<file path="config.mk">
export PLATFORM = sky130hd
export DESIGN_NAME = txn_nest_ctrl
export DESIGN_NICKNAME = d
export VERILOG_FILES = /design/src/rtl/txn_pkg.sv /design/src/rtl/txn_depth_ctr.sv /design/src/rtl/txn_fallback.sv /design/src/rtl/txn_nest_ctrl.sv
export SDC_FILE = /design/constraint.sdc
export NUM_CORES = 1
export LEC_CHECK = 0
export ABC_AREA = 1
export BUFFER_PORTS_ARGS = -buffer_cell sky130_fd_sc_hd__buf_4
export CAP_MARGIN = 25
export CORE_ASPECT_RATIO = 0.8
export CORE_MARGIN = 2
export CORE_UTILIZATION = 40
export DETAILED_ROUTE_END_ITERATION = 8
export PLACE_DENSITY = 0.68
export SLEW_MARGIN = 20
export SYNTH_ARGS = -nofsm -noshare
export SYNTH_HDL_FRONTEND = slang
export SYNTH_SLANG_ARGS = --single-unit
</file>
<file path="constraint.sdc">
create_clock -name clk -period 4.4 [get_ports clk]
set_input_delay 0.44 -clock clk [delete_from_list [all_inputs] [get_ports clk]]
set_output_delay 0.44 -clock clk [all_outputs]
set_load 0.05 [all_outputs]
</file>
<file path="src/rtl/txn_pkg.sv">
package txn_pkg;
    typedef enum logic [1:0] {
        ST_IDLE,
        ST_RUN,
        ST_COMMIT,
        ST_ABORT
    } txn_state_e;

    localparam int CAUSE_W        = 4;
    localparam int CAUSE_EXT      = 0;
    localparam int CAUSE_CONFLICT = 1;
    localparam int CAUSE_OVF      = 2;
    localparam int CAUSE_SUSP     = 3;

    localparam int          OPC_W      = 24;
    localparam logic [23:0] END_OPCODE = 24'h0F01D5;
endpackage

</file>
<file path="src/rtl/txn_depth_ctr.sv">
module txn_depth_ctr #(
    parameter int MAX_DEPTH = 7,
    localparam int DW = $clog2(MAX_DEPTH + 1)
) (
    input  logic          clk,
    input  logic          rst_n,
    input  logic          inc,
    input  logic          dec,
    input  logic          clr,
    output logic [DW-1:0] cnt,
    output logic          at_zero,
    output logic          at_one,
    output logic          at_max
);
    always_ff @(posedge clk) begin
        if (!rst_n)   cnt <= '0;
        else if (clr) cnt <= '0;
        else if (inc) cnt <= cnt + 1'b1;
        else if (dec) cnt <= cnt - 1'b1;
    end

    assign at_zero = (cnt == '0);
    assign at_one  = (cnt == DW'(1));
    assign at_max  = (cnt == DW'(MAX_DEPTH));
endmodule

</file>
<file path="src/rtl/txn_fallback.sv">
module txn_fallback #(
    parameter int PC_W = 64,
    localparam int NARROW_W = 32
) (
    input  logic            clk,
    input  logic            rst_n,
    input  logic            cap,
    input  logic [PC_W-1:0] fb_in,
    input  logic            mode64,
    output logic [PC_W-1:0] pc_out
);
    logic [PC_W-1:0] fb_q;

    always_ff @(posedge clk) begin
        if (!rst_n)   fb_q <= '0;
        else if (cap) fb_q <= fb_in;
    end

    generate
        if (PC_W > NARROW_W) begin : g_wide
            assign pc_out = mode64 ? fb_q : {{(PC_W-NARROW_W){1'b0}}, fb_q[NARROW_W-1:0]};
        end else begin : g_narrow
            logic unused_mode;
            assign unused_mode = mode64;
            assign pc_out = fb_q;
        end
    endgenerate
endmodule

</file>
<file path="src/rtl/txn_nest_ctrl.sv">
module txn_nest_ctrl
    import txn_pkg::*;
#(
    parameter int MAX_DEPTH = 7,
    parameter int PC_W = 64,
    localparam int DW = $clog2(MAX_DEPTH + 1)
) (
    input  logic                clk,
    input  logic                rst_n,
    input  logic                feat_en,
    input  logic                mode64,
    input  logic                lock_pfx,
    input  logic                other_pfx,
    input  logic                begin_v,
    input  logic [PC_W-1:0]     begin_fb,
    input  logic                end_v,
    input  logic [OPC_W-1:0]    end_opc,
    input  logic                susp_set,
    input  logic                susp_clr,
    input  logic                ext_abort,
    input  logic                commit_rsp_v,
    input  logic                commit_rsp_ok,
    output logic                stall_o,
    output logic                commit_req,
    output logic                fault_ud,
    output logic                fault_gp,
    output logic                restore_o,
    output logic                discard_o,
    output logic [CAUSE_W-1:0]  status_o,
    output logic                redirect_v,
    output logic [PC_W-1:0]     redirect_pc,
    output logic                active_o,
    output logic [DW-1:0]       depth_o
);
    txn_state_e         state_q, state_d;
    logic               susp_q, susp_d;
    logic [CAUSE_W-1:0] cause_q, cause_d;
    logic               ud_d, gp_d, abort_d;
    logic               inc, dec, cap;
    logic               at_zero, at_one, at_max;
    logic               end_hit;

    // exact opcode bytes, no other prefix
    assign end_hit = end_v && (end_opc == END_OPCODE) && !other_pfx;

    txn_depth_ctr #(.MAX_DEPTH(MAX_DEPTH)) u_depth (
        .clk(clk), .rst_n(rst_n), .inc(inc), .dec(dec), .clr(abort_d),
        .cnt(depth_o), .at_zero(at_zero), .at_one(at_one), .at_max(at_max)
    );

    txn_fallback #(.PC_W(PC_W)) u_fb (
        .clk(clk), .rst_n(rst_n), .cap(cap), .fb_in(begin_fb),
        .mode64(mode64), .pc_out(redirect_pc)
    );

    // next-state and control decode
    always_comb begin
        state_d = state_q;
        susp_d  = susp_q;
        cause_d = '0;
        ud_d    = 1'b0;
        gp_d    = 1'b0;
        abort_d = 1'b0;
        inc     = 1'b0;
        dec     = 1'b0;
        cap     = 1'b0;
        unique case (state_q)
            ST_IDLE, ST_RUN: begin
                if (ext_abort && state_q == ST_RUN) begin
                    abort_d = 1'b1;
                    cause_d[CAUSE_EXT] = 1'b1;
                end else if (begin_v) begin
                    if (!feat_en) begin
                        ud_d = 1'b1;
                    end else if (at_max) begin
                        abort_d = 1'b1;
                        cause_d[CAUSE_OVF] = 1'b1;
                    end else begin
                        inc     = 1'b1;
                        cap     = at_zero;
                        state_d = ST_RUN;
                    end
                end else if (end_hit) begin
                    if (!feat_en || lock_pfx) begin
                        ud_d = 1'b1;
                    end else if (state_q == ST_IDLE) begin
                        gp_d = 1'b1;
                    end else if (susp_q) begin
                        abort_d = 1'b1;
                        cause_d[CAUSE_SUSP] = 1'b1;
                    end else begin
                        dec = 1'b1;
                        if (at_one) state_d = ST_COMMIT;
                    end
                end else if (state_q == ST_RUN) begin
                    if (susp_set)      susp_d = 1'b1;
                    else if (susp_clr) susp_d = 1'b0;
                end
            end
            ST_COMMIT: begin
                if (ext_abort) begin
                    abort_d = 1'b1;
                    cause_d[CAUSE_EXT] = 1'b1;
                end else if (commit_rsp_v) begin
                    if (commit_rsp_ok) begin
                        state_d = ST_IDLE;
                    end else begin
                        abort_d = 1'b1;
                        cause_d[CAUSE_CONFLICT] = 1'b1;
                    end
                end
            end
            ST_ABORT: state_d = ST_IDLE;
            default:  state_d = ST_IDLE;
        endcase
        if (abort_d) begin
            state_d = ST_ABORT;
            susp_d  = 1'b0;
        end
    end

    // state register
    always_ff @(posedge clk) begin
        if (!rst_n) state_q <= ST_IDLE;
        else        state_q <= state_d;
    end

    // registered outputs and flags
    always_ff @(posedge clk) begin
        if (!rst_n) begin
            susp_q   <= 1'b0;
            cause_q  <= '0;
            fault_ud <= 1'b0;
            fault_gp <= 1'b0;
        end else begin
            susp_q   <= susp_d;
            fault_ud <= ud_d;
            fault_gp <= gp_d;
            if (abort_d) cause_q <= cause_d;
        end
    end

    assign active_o   = (state_q == ST_RUN) || (state_q == ST_COMMIT);
    assign commit_req = (state_q == ST_COMMIT);
    assign restore_o  = (state_q == ST_ABORT);
    assign discard_o  = (state_q == ST_ABORT);
    assign redirect_v = (state_q == ST_ABORT);
    assign status_o   = (state_q == ST_ABORT) ? cause_q : '0;
    assign stall_o    = (state_q == ST_COMMIT) || (state_q == ST_ABORT);
endmodule

</file>
==> summary.txt <==
Synth
  – Mapped Area: between 0.003 and 0.004 mm^2
  – Syn_nets: around 680
  – Synth top area cells: dfxtp_1 38%, inv_1 13%, a21oi_1 9.0%
  – Yosys top cell area share: approximately two fifths
  – Syn Inst Count: 570
  – Mean Syn Cell Area: about 7 um^2
  – Yosys cell types: 27
  – Seq/Total Area, Yosys: approximately two fifths
  – Cell taking the most area after synthesis: dfxtp_1
  – FF+latch count, synth: 76
  – Synth warnings: 0

Clock network
  – Post-CTS Setup Bufs: 0
  – CTS tree: yes
  – Sink Count: 76
  – Worst skew pair latency: roughly 0.34 ns
  – Post-CTS Hold Buffers: 0
  – Cts repair resizes: 0
  – CTS Buffer Depth: 2
  – H-tree depth: 3
  – Clock-pin slew on the worst setup and hold paths: approximately 0.06 ns
  – Cts bufs inserted: 9
  – Clk root buf: clkbuf_16

Worst hold path
  – Hold EP: u_fb.fb_q[2]
  – Worst hold path type: input port to register
  – Hold depth: 3
  – Worst Hold Launch: begin_fb[2]

Route
  – Routed Antenna Nets: 0
  – WL/cell: between 10 and 15 um
  – # DRC: 0
  – Vias/cell: ~4.5
  – Routed wire length: between 9000 and 10000 um
  – DR vias: between 3000 and 4000
  – 1st-iter DRT viols: 200
  – TritonRoute pass-1 iters: 4

Setup path
  – Worst R2R Start: state_q[1]
  – CP most frequent cell: inv_1
  – Worst R2R End: u_fb.fb_q[19]
  – Worst reg-to-reg path cell count: 12
  – Crit-path max cell delay: just over 0.4 ns
  – CP Max Fanout: 54
  – Worst reg2reg setup slack: slightly above 2 ns
  – CP endpoint kind: register
  – Crit path DAT: around 2.6 ns
  – Crit-path leading delay family: buffers and inverters
  – CP required: ~4.6 ns
  – Worst path slowest cell: nand3_4
  – CP Cell Sequence: inv_1 -> ha_1 -> nor2_1 -> inv_2 -> nand2_1 -> inv_1 -> nand2_4 -> inv_4 -> nand3_4 -> buf_4 -> o21ai_0 -> a21oi_1
  – Buf/Inv on CP: 5
  – Critical path type: register to register
  – Crit path depth: 12
  – Crit start category: register

Place
  – Cell Count Post-Placement: 828
  – RD Place Congestion: 0.8686
  – Pre-CTS WS: between 1.5 and 2 ns
  – Number of I/O port buffers: about 180
  – DP Wirelength: ~7400 um

Timing
  – Setup Skew: approximately 0.0042 ns
  – Rel. slew slack: a little under three fifths
  – Setup TNS: 0 ns
  – Maximum clock frequency: about 430 MHz
  – RSZ-0062 raised after global routing: false
  – Setup violators final: 0
  – Final Max Tran Viols: 0
  – Worst-Margin Slew: about 0.64 ns
  – Final Hold Viols: 0
  – Part of the cycle the worst path needs: approximately 53%
  – Tmin final: 2.352 ns
  – Fin worst setup slack: roughly 2.0 ns

Global route
  – GRT Util Overall: 18.88%
  – First-pass GRT wire length: 16160 um
  – Global route overflow: 0
  – Initial antenna violation count: 0
  – Vias in the first global route: between 3000 and 4000
  – Largest net degree at the start of global routing: 107

Finish
  – Commonest cells after routing, fill and taps aside: 180 x buf_4, 133 x inv_1, 79 x nand2_1
  – Fin util: a little under three fifths
  – Finished Layout Cells: between 800 and 900
  – Multi-input logic area: roughly 0.0015 mm^2
  – Share of cells above drive strength 1: 29.34%
  – Fill count: 918
  – Ant. Diodes: 0
  – Leading cell type in the layout, fill and taps excluded: buf_4
  – Nets: between 800 and 900
  – Reg area: between 0.0015 and 0.002 mm^2
  – Layout overhead on the synthesized area: 36.20%

Floorplanning
  – Full die area: roughly 0.011 mm^2
  – Row Count: 32
  – CORE AREA: roughly 0.0097 mm^2
  – IO Pins: 180
  – Initial Util: between 40% and 50%
  – Die width: ~120 um
  – Die Y: ~93 um

Pwr
  – Leakage: 0.002809 uW
  – Power per cell area: just under 600 mW/mm^2
  – Peak supply drop: about 0.25 mV

Outcome
  – Status: completed

Job
  – MaxCap Viol Count: 0
-- cell usage after synthesis --
master	count
inv_2	1
dfxtp_1	76
buf_2	2
and3_1	1
o211a_1	1
inv_4	1
nand3_1	17
o21ai_0	33
nor2_1	26
nand3_4	1
nor3_1	5
nor2_4	1
clkinv_1	1
o21ai_1	38
nand2_1	79
nand2_4	3
a21oi_1	72
inv_1	133
buf_6	12
xnor2_1	2
nand4_1	5
nor4_1	1
clkbuf_1	10
nor2_2	1
buf_4	34
ha_1	11
nand2_2	3
-- logic make-up after synthesis --
logic type	count (synthesis)	synth area share, %
compound gates	144	18.19
fa+ha+maj	11	3.450
flops	76	38.14
xor+xnor	2	0.4392
buf+inv	194	23.84
simple gates	143	15.93
-- tightest hold or removal path, delay by kind of cell --
kind / cells / cell delay (ns)
compound gates: 2 / 0.15
buf+inv: 1 / 0.07
-- layout make-up --
cell class	count	share of cell area (%)
Tap cell	136	3.132
Inverter	136	9.443
Clock inverter	7	2.119
Timing Repair Buffer	181	25.24
Sequential cell	76	28.01
Multi-Input combinational cell	300	27.91
Clock buffer	9	4.146
-- through the flow --
step / power (uW) / hold slack [ns] / instance area [um^2]
after floorplan: 2065 / 0.4239 / 3989
after global placement: 2292 / 0.4321 / 5072
after detailed placement: 2309 / 0.4370 / 5072
after CTS: 3163 / 0.3532 / 5413
after global routing: 3332 / 0.3692 / 5433
final: 3139 / 0.3657 / 5433
-- how the worst max path moves through the flow --
| stage | from | to | slack, ns |
|---|---|---|---|
| after floorplan | state_q[0] | stall_o | 2.13 |
| after global placement | state_q[1] | u_fb.fb_q[16] | 1.70 |
| after detailed placement | state_q[1] | u_fb.fb_q[19] | 1.58 |
| after CTS | state_q[1] | u_fb.fb_q[19] | 1.57 |
| after global routing | state_q[1] | u_fb.fb_q[19] | 1.73 |
| final | state_q[1] | u_fb.fb_q[19] | 2.05 |
-- power breakdown --
part	switching, uW	internal [uW]	total (uW)
combinational	934	429	1360
clock	286	551	838
sequential	86.4	852	938
total	1310	1830	3140
-- metal layers --
layer	track usage [%]	routed length, um
met1	24.57	4512
met2	29.24	4450
met3	5.574	735
met4	7.738	207
met5	0	0
-- sequential cells by signal, summed over array words and instances, names as in the netlist --
register	flops
u_fb.fb_q	64
fault_gp	1
fault_ud	1
u_depth.cnt	3
cause_q	4
state_q	2
susp_q	1
No activity file was read; power rests on OpenSTA's default activity.
